**config.mk**
```make
export PLATFORM = sky130hd
export DESIGN_NAME = hd_drive_gen
export DESIGN_NICKNAME = d
export VERILOG_FILES = /design/src/rtl/hd_drive_pkg.sv /design/src/rtl/hd_line_timer.sv /design/src/rtl/hd_phase_sel.sv /design/src/rtl/hd_soft_sweep.sv /design/src/rtl/hd_drive_gen.sv
export SDC_FILE = /design/constraint.sdc
export NUM_CORES = 1
export LEC_CHECK = 0
export BUFFER_PORTS_ARGS = -buffer_cell sky130_fd_sc_hd__buf_2
export CORE_MARGIN = 2
export CORE_UTILIZATION = 50
export DETAILED_ROUTE_END_ITERATION = 10
export GPL_ROUTABILITY_DRIVEN = 0
export PLACE_DENSITY_LB_ADDON = 0.15
export SYNTH_ARGS = -nofsm -noshare
export SYNTH_HDL_FRONTEND = slang
export SYNTH_SLANG_ARGS = --single-unit
```
**constraint.sdc**
```tcl
create_clock -name clk -period 9.23 [get_ports clk]
set_clock_uncertainty 0.05 [all_clocks]
set_input_delay 1.846 -clock clk [delete_from_list [all_inputs] [get_ports clk]]
set_output_delay 1.846 -clock clk [all_outputs]
set_load 0.05 [all_outputs]
```
**src/rtl/hd_drive_pkg.sv**
```systemverilog
package hd_drive_pkg;

   typedef enum logic [1:0] {
      ST_OFF   = 2'd0,
      ST_SOFT  = 2'd1,
      ST_ALIGN = 2'd2,
      ST_RUN   = 2'd3
   } hd_state_e;

   // total ticks consumed by a sweep from p0 up to (but excluding) lim
   function automatic int unsigned sweep_ticks(input int unsigned p0,
                                               input int unsigned lim,
                                               input int unsigned step);
      int unsigned t;
      int unsigned p;
      t = 0;
      p = p0;
      if (step == 0) return 0;
      while (p < lim) begin
         t = t + p;
         p = p + step;
      end
      return t;
   endfunction

endpackage

```
**src/rtl/hd_line_timer.sv**
```systemverilog
module hd_line_timer #(
   parameter int LINE_TICKS = 864,
   parameter int CNT_W      = 10
) (
   input  logic             clk,
   input  logic             rst_n,
   input  logic             sync_i,
   input  logic             mode_i,
   output logic [CNT_W-1:0] pos_o,
   output logic [CNT_W-1:0] line_len_o,
   output logic             line_start_o
);
   localparam logic [CNT_W-1:0] LEN_STD = CNT_W'(LINE_TICKS);
   localparam logic [CNT_W-1:0] LEN_DBL = CNT_W'(LINE_TICKS / 2);

   logic [CNT_W-1:0] pos_q;

   assign line_len_o   = mode_i ? LEN_DBL : LEN_STD;
   assign line_start_o = sync_i || (pos_q >= line_len_o - CNT_W'(1));
   assign pos_o        = pos_q;

   always_ff @(posedge clk or negedge rst_n) begin
      if (!rst_n)            pos_q <= '0;
      else if (line_start_o) pos_q <= '0;
      else                   pos_q <= pos_q + CNT_W'(1);
   end
endmodule

```
**src/rtl/hd_phase_sel.sv**
```systemverilog
module hd_phase_sel #(
   parameter int PHASE_W         = 7,
   parameter int OFS_W           = 8,
   parameter int CNT_W           = 10,
   parameter int MAX_SHIFT_TICKS = 61
) (
   input  logic                    clk,
   input  logic                    rst_n,
   input  logic                    line_start_i,
   input  logic                    mode_i,
   input  logic [PHASE_W-1:0]      phase_i,
   input  logic signed [OFS_W-1:0] ofs_i,
   output logic [CNT_W-1:0]        start_o
);
   localparam int WIDE  = (PHASE_W + 1 > OFS_W) ? PHASE_W + 1 : OFS_W;
   localparam int SUM_W = ((WIDE > CNT_W) ? WIDE : CNT_W) + 1;
   localparam logic signed [SUM_W-1:0] LIM_STD = SUM_W'(MAX_SHIFT_TICKS);
   localparam logic signed [SUM_W-1:0] LIM_DBL = SUM_W'(MAX_SHIFT_TICKS / 2);

   logic signed [SUM_W-1:0] ph_ext, of_ext, sum, lim;
   logic [CNT_W-1:0]        start_d, start_q;

   assign ph_ext = SUM_W'(phase_i);
   assign of_ext = SUM_W'(ofs_i);
   assign sum    = ph_ext + of_ext;
   assign lim    = mode_i ? LIM_DBL : LIM_STD;

   always_comb begin
      if (sum < 0)        start_d = '0;
      else if (sum > lim) start_d = CNT_W'(lim);
      else                start_d = CNT_W'(sum);
   end

   always_ff @(posedge clk or negedge rst_n) begin
      if (!rst_n)            start_q <= '0;
      else if (line_start_i) start_q <= start_d;
   end

   assign start_o = start_q;
endmodule

```
**src/rtl/hd_soft_sweep.sv**
```systemverilog
module hd_soft_sweep #(
   parameter int CNT_W   = 10,
   parameter int SS_STEP = 8
) (
   input  logic             clk,
   input  logic             rst_n,
   input  logic             kick_i,
   input  logic             run_i,
   input  logic [CNT_W-1:0] line_len_i,
   input  logic [CNT_W-1:0] high_i,
   output logic             pulse_o,
   output logic             done_o,
   output logic [CNT_W-1:0] per_o
);
   logic [CNT_W-1:0] cnt_q, per_q;
   logic [CNT_W:0]   per_next;
   logic             per_end;

   assign per_end  = (cnt_q == per_q - CNT_W'(1));
   assign per_next = {1'b0, per_q} + (CNT_W+1)'(SS_STEP);
   assign done_o   = run_i && per_end && (per_next >= {1'b0, line_len_i});
   assign pulse_o  = cnt_q < high_i;
   assign per_o    = per_q;

   always_ff @(posedge clk or negedge rst_n) begin
      if (!rst_n) begin
         cnt_q <= '0;
         per_q <= '0;
      end else if (kick_i) begin
         cnt_q <= '0;
         per_q <= line_len_i >> 1;
      end else if (run_i) begin
         if (per_end) begin
            cnt_q <= '0;
            per_q <= per_next[CNT_W-1:0];
         end else begin
            cnt_q <= cnt_q + CNT_W'(1);
         end
      end
   end
endmodule

```
**src/rtl/hd_drive_gen.sv**
```systemverilog
module hd_drive_gen
   import hd_drive_pkg::*;
#(
   parameter int LINE_TICKS      = 864,
   parameter int HIGH_PCT        = 45,
   parameter int MAX_SHIFT_TICKS = 61,
   parameter int SS_STEP         = 8,
   parameter int PHASE_W         = 7,
   parameter int OFS_W           = 8,
   parameter bit HAS_SOFTSTART   = 1'b1,
   parameter int MAX_SWEEP_TICKS = 1147500
) (
   input  logic                    clk,
   input  logic                    rst_n,
   input  logic                    sync_i,
   input  logic                    mode_i,
   input  logic                    soft_sel_i,
   input  logic                    en_i,
   input  logic [PHASE_W-1:0]      phase_i,
   input  logic signed [OFS_W-1:0] ofs_i,
   output logic                    drive_o
);
   localparam int CNT_W    = $clog2(LINE_TICKS + 1);
   localparam int HIGH_STD = LINE_TICKS * HIGH_PCT / 100;
   localparam int HIGH_DBL = (LINE_TICKS / 2) * HIGH_PCT / 100;
   localparam int SWEEP    = sweep_ticks(LINE_TICKS / 2, LINE_TICKS, SS_STEP);

   if (LINE_TICKS % 2 != 0) begin : g_err_odd
      $error("line length must be even");
   end
   if (MAX_SHIFT_TICKS + HIGH_STD >= LINE_TICKS ||
       MAX_SHIFT_TICKS / 2 + HIGH_DBL >= LINE_TICKS / 2) begin : g_err_win
      $error("shifted pulse window must fit inside one line");
   end
   if (SS_STEP < 1 || SWEEP > MAX_SWEEP_TICKS) begin : g_err_sweep
      $error("soft-start step invalid or sweep too long");
   end

   logic [CNT_W-1:0] pos, line_len, start, high_len, ss_per;
   logic             line_start, soft_pulse, soft_done, run_pulse, kick, soft_ok;
   hd_state_e        state, state_d;

   hd_line_timer #(.LINE_TICKS(LINE_TICKS), .CNT_W(CNT_W)) u_timer (
      .clk(clk), .rst_n(rst_n), .sync_i(sync_i), .mode_i(mode_i),
      .pos_o(pos), .line_len_o(line_len), .line_start_o(line_start));

   hd_phase_sel #(.PHASE_W(PHASE_W), .OFS_W(OFS_W), .CNT_W(CNT_W),
                  .MAX_SHIFT_TICKS(MAX_SHIFT_TICKS)) u_phase (
      .clk(clk), .rst_n(rst_n), .line_start_i(line_start), .mode_i(mode_i),
      .phase_i(phase_i), .ofs_i(ofs_i), .start_o(start));

   assign high_len = mode_i ? CNT_W'(HIGH_DBL) : CNT_W'(HIGH_STD);
   assign soft_ok  = HAS_SOFTSTART && soft_sel_i;
   assign kick     = (state == ST_OFF) && en_i && soft_ok;

   if (HAS_SOFTSTART) begin : g_soft
      hd_soft_sweep #(.CNT_W(CNT_W), .SS_STEP(SS_STEP)) u_sweep (
         .clk(clk), .rst_n(rst_n), .kick_i(kick), .run_i(state == ST_SOFT),
         .line_len_i(line_len), .high_i(high_len),
         .pulse_o(soft_pulse), .done_o(soft_done), .per_o(ss_per));
   end else begin : g_nosoft
      assign soft_pulse = 1'b0;
      assign soft_done  = 1'b0;
      assign ss_per     = '0;
   end

   always_comb begin
      state_d = state;
      if (!en_i) state_d = ST_OFF;
      else begin
         unique case (state)
            ST_OFF:   state_d = soft_ok ? ST_SOFT : ST_ALIGN;
            ST_SOFT:  if (soft_done)  state_d = ST_ALIGN;
            ST_ALIGN: if (line_start) state_d = ST_RUN;
            ST_RUN:   state_d = ST_RUN;
            default:  state_d = ST_OFF;
         endcase
      end
   end

   always_ff @(posedge clk or negedge rst_n) begin
      if (!rst_n) state <= ST_OFF;
      else        state <= state_d;
   end

   assign run_pulse = ({1'b0, pos} >= {1'b0, start}) &&
                      ({1'b0, pos} <  ({1'b0, start} + {1'b0, high_len}));

   assign drive_o = en_i && (((state == ST_RUN) && run_pulse) ||
                             ((state == ST_SOFT) && soft_pulse));
endmodule

```
==> implementation parameters, run 1 <==
Parameter                              Value

Power and ir drop
  Peak supply drop    0.0740 mV
  Switch Pwr    184 uW
  Sequential share of power    37.5%
  Switching share of power    33.3%
  Int Pwr    368 uW
  Clock Power Share    30.4%
  Share of total power in combinational logic    32.1%
  Static leakage power    0.00169 uW
  Power per standard cell area    157 nW/um^2

Critical path
  End of the worst register-to-register path    g_soft.u_sweep.cnt_q[3]$_DFFE_PN0P_
  Required time of the worst setup path    7.33 ns
  Register-to-Register Setup Slack    6.52 ns
  Critical Path AT    4.93 ns
  Termination of the worst setup path    drive_o
  Worst Setup Start Kind    input port
  Highest fanout seen on the critical path    15
  R2R depth    9
  Start point of the critical path    mode_i
  Worst Setup End Kind    output port
  Reg-to-reg critical path startpoint    g_soft.u_sweep.per_o[3]$_DFFE_PN0P_
  CP Class    in2out

STA
  # setup viols final    0
  Unrepaired setup endpoints after global routing    no
  Post-Route Setup TNS    0 ns
  Worst Hold Margin    0.465 ns
  Slew at the pin with the worst max-slew slack    0.840 ns
  Slew Viols, Final    0
  Worst rel slew slack    44.0%
  Final Hold Vio Count    0
  Tcrit/Tclk final    73.9%
  Max Clk Rate    0.147 GHz
  Shortest period the worst path allows    6.82 ns

Clock tree
  Clk sinks    37
  Root buffer cell    sky130_fd_sc_hd__clkbuf_8
  Largest buffer count on any clock path    2
  Register clock-pin slew on the reported worst setup and hold paths    0.07 ns
  Number of buffers added by the clock tree synthesis step    5
  TritonCTS clock tree    built
  H-Tree Level Count    2
  # Post-CTS Setup Buffers    0
  Post-CTS Hold Buffers    0
  Post-CTS resize count    0
  Worst-skew pair later-pin latency    0.29 ns

Placement
  Placed wire-length estimate    4900 um
  Placed Area    3380 um^2
  Port bufs    21

Routing
  Iter 0 DRT Violations    100
  Routed vias    2561
  Drt drc    0
  First drt pass iteration count    4
  Count of antenna-violating nets left after detailed routing    0
  Post-Route WL    6460 um
  Per-cell routed wire length    13.9 um
  Vias per inst    5.52

Finish
  Fin area    3510 um^2
  Fill cells    604
  Post-layout util    56.3%
  Fraction of final layout cells sized beyond drive strength 1    9.04%
  Layout Area Growth over Synthesis    10.3%
  Total inserted antenna cells    0
  Post-layout net count    456

Global routing
  Number of antenna violations at the first check in global routing    0
  First-pass GRT wire length    11400 um
  Pin count of the biggest net entering global routing    38
  All-Layer GR Usage    19.8%
  Remaining global-route overflow    0
  Via count of the first global-routing pass    2522

Die
  Die Ht    83.8 um
  Die boundary width    83.8 um
  Core ar.    6240 um^2
  Die footprint    7030 um^2
  # IOs    22
  Initial standard-cell utilization of the core    51.0%
  Standard-cell rows    29

Synthesis
  Most instantiated library cell after synthesis    sky130_fd_sc_hd__ha_1
  Area contributors post-synth    sky130_fd_sc_hd__dfrtp_1 29%, sky130_fd_sc_hd__ha_1 18%, sky130_fd_sc_hd__xnor2_1 6.9%, sky130_fd_sc_hd__xor2_1 5.5%, sky130_fd_sc_hd__nor2_1 4.8%
  Post-synthesis mux area share    0.628%
  Synthesized flop and latch total    37
  Simple-gate area share of the yosys netlist    20.3%
  Yosys cell types    49
  Synth area leader    sky130_fd_sc_hd__dfrtp_1
  Ranking of synthesized cells by instance count    47 x sky130_fd_sc_hd__ha_1, 41 x sky130_fd_sc_hd__nor2_1, 37 x sky130_fd_sc_hd__dfrtp_1
  Synth Area in Compound Gates    14.5%
  Post-Syn Instances    362
  Seq/Total Area, Yosys    29.1%
  EDFF count, synth    0
  Async set-or-reset flop fraction in the synthesized netlist    100%
  Average cell area after synthesis    8.80 um^2
  Mapped cell area    3190 um^2
  Adder and majority gate portion of the synthesized area    19.7%
  XOR/XNOR Fraction of Synth Area    12.4%
  Number of warnings issued by yosys    0
  Area share of the largest cell type after synthesis    29.1%
  Combinational family with the most area after synthesis    simple AND/OR/NAND/NOR gates
  Synthesized netlist net count    432
  Most used flip-flop cell after synthesis    sky130_fd_sc_hd__dfrtp_1

Outcome
  Run status    finished clean

Worst hold path
  Kind of path behind the tightest hold check    reg2reg

Flow run
  Max_cap viols    0
-- critical path, stage by stage --
cell,delay [ns]
sky130_fd_sc_hd__buf_2,0.33
sky130_fd_sc_hd__clkinv_1,0.51
sky130_fd_sc_hd__ha_1,0.48
sky130_fd_sc_hd__a21o_1,0.11
sky130_fd_sc_hd__nand2_1,0.09
sky130_fd_sc_hd__o21ai_0,0.22
sky130_fd_sc_hd__xnor2_1,0.15
sky130_fd_sc_hd__ha_1,0.27
sky130_fd_sc_hd__a21o_1,0.16
sky130_fd_sc_hd__a21oi_1,0.14
sky130_fd_sc_hd__o21ai_0,0.09
sky130_fd_sc_hd__o31ai_1,0.22
sky130_fd_sc_hd__buf_2,0.30
-- power groups by stage --
stage | clock, uW | combinational, uW | sequential, uW
after floorplan | 0 | 148 | 196
after global placement | 0 | 174 | 210
after detailed placement | 0 | 178 | 210
after CTS | 173 | 180 | 206
after global routing | 179 | 206 | 210
final | 168 | 178 | 207
-- cell usage in the layout, fill, tap and decap left out, drive strengths merged, types with 3 or more instances in the layout --
| cell | n |
|---|---|
| a211oi | 3 |
| a21boi | 4 |
| a21o | 7 |
| a21oi | 15 |
| and3 | 9 |
| buf | 22 |
| clkbuf | 5 |
| dfrtp | 37 |
| ha | 47 |
| inv | 23 |
| nand2 | 25 |
| nand2b | 6 |
| nand3 | 16 |
| nand4 | 3 |
| nor2 | 41 |
| nor2b | 5 |
| nor3 | 5 |
| nor3b | 3 |
| nor4 | 5 |
| o21ai | 19 |
| o22ai | 6 |
| o31a | 3 |
| xnor2 | 25 |
| xor2 | 20 |
-- flip-flops by register name (all words and copies together) (netlist names) --
name	flops
u_phase.start_o	8
u_timer.pos_o	10
g_soft.u_sweep.cnt_q	10
state	2
g_soft.u_sweep.per_o	7
-- worst min path at each step --
| stage | startpoint | endpoint | slack [ns] | cells after the start |
|---|---|---|---|---|
| 6_report | u_timer.pos_o[0]$_DFF_PN0_ | u_timer.pos_o[0]$_DFF_PN0_ | 0.46 | 1 |
| 5_1_grt | u_phase.start_o[0]$_DFFE_PN0N_ | u_phase.start_o[0]$_DFFE_PN0N_ | 0.50 | 2 |
| 3_3_place_gp | u_phase.start_o[0]$_DFFE_PN0N_ | u_phase.start_o[0]$_DFFE_PN0N_ | 0.45 | 2 |
| 4_1_cts | u_timer.pos_o[0]$_DFF_PN0_ | u_timer.pos_o[0]$_DFF_PN0_ | 0.47 | 1 |
| 3_5_place_dp | u_phase.start_o[0]$_DFFE_PN0N_ | u_phase.start_o[0]$_DFFE_PN0N_ | 0.46 | 2 |
| 2_1_floorplan | u_timer.pos_o[0]$_DFF_PN0_ | u_timer.pos_o[0]$_DFF_PN0_ | 0.42 | 1 |
-- layout make-up --
| cell class | count | area [um^2] | area share [%] |
|---|---|---|---|
| Inverter | 24 | 90.1 | 2.56 |
| Multi-Input combinational cell | 296 | 2150 | 61.3 |
| Clock buffer | 5 | 68.8 | 1.96 |
| Sequential cell | 37 | 926 | 26.4 |
| Clock inverter | 3 | 65.1 | 1.85 |
| Timing Repair Buffer | 22 | 113 | 3.21 |
| Tap cell | 77 | 96.3 | 2.74 |
-- stage by stage --
step           setup slack, ns  instances  power [uW]
5_1_grt                   2.13        464         595
2_1_floorplan             2.53        362         344
4_1_cts                   2.39        464         560
6_report                  2.41        464         552
3_5_place_dp              2.40        456         388
3_3_place_gp              2.49        456         384
-- cell families after synthesis --
kind of cell	after synthesis
adders and majority gates	49
xor gates and xnor gates	45
and+or+nand+nor	128
AOI/OAI and AO/OA	72
buffers and inverters	29
DFF	37
muxes	2
-- routing by layer --
metal	GRT usage (%)	vias to the layer above	share of wire (%)
li1	-	1324	-
met1	27.3	1188	52
met2	32.7	42	44
met3	2.67	7	2.5
met4	5.28	0	1.3
met5	0	-	0
No activity file was read; power rests on OpenSTA's default activity.
==> run 2: changes to the inputs <==
Clock period 9.23 ns to 5.5 ns, I/O delays scaled along.
==> run 2 against run 1 <==
Via count up 0.31%. Setup slack worse by 1.8 ns. Cell area down 1.1%. Combinational power up 66%. Core utilization down 0.64 points. Worst hold slack worse by 0.00050 ns. Critical path depth unchanged. First-iteration DRC count up 18%. Critical endpoint unchanged.
==> implementation parameters, run 2 (synthesized netlist as in run 1, its figures left out) <==
Parameter                              Value

Routing
  First drt pass iteration count    4
  Count of antenna-violating nets left after detailed routing    0
  Routed vias    2569
  Iter 0 DRT Violations    118
  Vias per inst    5.52
  Post-Route WL    6400 um
  Per-cell routed wire length    13.8 um
  Drt drc    0

Clock tree
  Post-CTS resize count    0
  Clk sinks    37
  Register clock-pin slew on the reported worst setup and hold paths    0.07 ns
  # Post-CTS Setup Buffers    0
  H-Tree Level Count    2
  Root buffer cell    sky130_fd_sc_hd__clkbuf_8
  Post-CTS Hold Buffers    0
  Largest buffer count on any clock path    2
  TritonCTS clock tree    built
  Number of buffers added by the clock tree synthesis step    5
  Worst-skew pair later-pin latency    0.29 ns

Critical path
  Dominant delay contributor by cell family on the critical path    adder cells
  Required time of the worst setup path    4.35 ns
  CP Class    in2out
  Chain of cells forming the critical path    buf_2 -> ha_1 -> inv_1 -> fa_1 -> nor3_1 -> nor2_1 -> xnor2_1 -> ha_1 -> a21o_1 -> a21oi_1 -> o21ai_0 -> o31ai_1 -> buf_2
  Slowest cell on the critical path    sky130_fd_sc_hd__fa_1
  Highest fanout seen on the critical path    15
  Maximum cell stage delay along the critical path    0.41 ns
  Reg-to-reg critical path startpoint    g_soft.u_sweep.per_o[3]$_DFFE_PN0P_
  Critical Path AT    3.74 ns
  Start point of the critical path    mode_i
  Worst Setup Start Kind    input port
  Sum of buffers and inverters on the critical path    3
  Worst Setup End Kind    output port

Global routing
  Via count of the first global-routing pass    2476
  Pin count of the biggest net entering global routing    38
  Remaining global-route overflow    0
  All-Layer GR Usage    19.7%
  First-pass GRT wire length    11400 um
  Number of antenna violations at the first check in global routing    0

Die
  Standard-cell rows    29
  Die footprint    7030 um^2
  # IOs    22
  Die boundary width    83.8 um
  Initial standard-cell utilization of the core    51.0%
  Die Ht    83.8 um
  Core ar.    6240 um^2

Power and ir drop
  Peak supply drop    0.129 mV
  Power per standard cell area    240 nW/um^2
  Static leakage power    0.00167 uW

Worst hold path
  Kind of path behind the tightest hold check    reg2reg
  Start point of the worst hold path    u_phase.start_o[0]$_DFFE_PN0N_

Finish
  Fill cells    583
  Leading cell types in the layout, fill and taps excluded    47 x sky130_fd_sc_hd__ha_1, 41 x sky130_fd_sc_hd__nor2_1, 37 x sky130_fd_sc_hd__dfrtp_1
  Post-layout net count    457
  Most common cell after layout, fill and taps aside    sky130_fd_sc_hd__ha_1
  Sequential cell area in the final layout    926 um^2
  Layout Area Growth over Synthesis    9.03%
  Area of the multi-input gates    2150 um^2
  Total inserted antenna cells    0
  Fraction of final layout cells sized beyond drive strength 1    9.28%

STA
  Slew Viols, Final    0
  Post-Route Setup TNS    0 ns
  Shortest period the worst path allows    4.89 ns
  Tcrit/Tclk final    89.0%
  Worst rel slew slack    44.5%
  Max Clk Rate    0.204 GHz
  Final Hold Vio Count    0
  Unrepaired setup endpoints after global routing    no
  Worst-case setup margin in the final layout    0.606 ns
  # setup viols final    0
  Slew at the pin with the worst max-slew slack    0.832 ns

Placement
  Port bufs    21
  DP Worst Slack    0.640 ns
  Placed wire-length estimate    4880 um

Flow run
  Max_cap viols    0

Outcome
  Run status    finished clean
-- run 2: cell types whose count changed in the layout (fill, tap and decap cells not counted) --
cell and delta:
sky130_fd_sc_hd__buf_4 +1, sky130_fd_sc_hd__clkinvlp_4 +1, sky130_fd_sc_hd__bufinv_16 -2, sky130_fd_sc_hd__clkinv_2 +1
-- run 2: routing by layer --
layer | global-route usage [%] | share of wire, % | vias to the layer above
li1 | - | - | 1334
met1 | 27.0 | 50 | 1186
met2 | 32.1 | 45 | 42
met3 | 3.66 | 3.4 | 7
met4 | 5.57 | 1.4 | 0
met5 | 0 | 0 | -
-- run 2: worst min-delay path: stages (launching register included) --
cell and delay [ns]:
sky130_fd_sc_hd__dfrtp_1 0.35, sky130_fd_sc_hd__nand2_1 0.05, sky130_fd_sc_hd__nand4_1 0.08
-- run 2: cell type report --
type                            instances  share of cell area (%)
Timing Repair Buffer                   23                    3.46
Tap cell                               77                    2.77
Clock inverter                          3                   0.504
Multi-Input combinational cell        296                    62.0
Clock buffer                            5                    1.98
Inverter                               24                    2.59
Sequential cell                        37                    26.7
-- run 2: where the power goes --
group / internal (uW) / switching [uW]
Combinational: 135 / 160
Sequential: 302 / 45.6
Clock: 87.5 / 102
Total: 525 / 307
-- run 2: path summary, 6_finish.rpt --
path	cells after the start	slack (ns)	end
min in group asynchronous	1	0.85	u_timer.pos_o[7]$_DFF_PN0_
hold / removal	2	0.46	u_phase.start_o[0]$_DFFE_PN0N_
hold reg to reg	2	0.46	u_phase.start_o[0]$_DFFE_PN0N_
setup / recovery	13	0.61	drive_o
max in group asynchronous	1	4.02	g_soft.u_sweep.cnt_q[9]$_DFFE_PN0P_
setup reg to reg	9	2.81	g_soft.u_sweep.cnt_q[0]$_DFFE_PN0P_
-- run 2: through the flow --
stage                     hold WS [ns]  power [uW]  cell area, um^2  util [%]  cells
final                            0.464         832             3470      55.7    465
after global placement           0.454         642             3390      54.3    457
after global routing             0.511         904             3470      55.7    465
after CTS                        0.469         842             3470      55.7    465
after detailed placement         0.452         648             3390      54.3    457
after floorplan                  0.419         577             3190         -    362
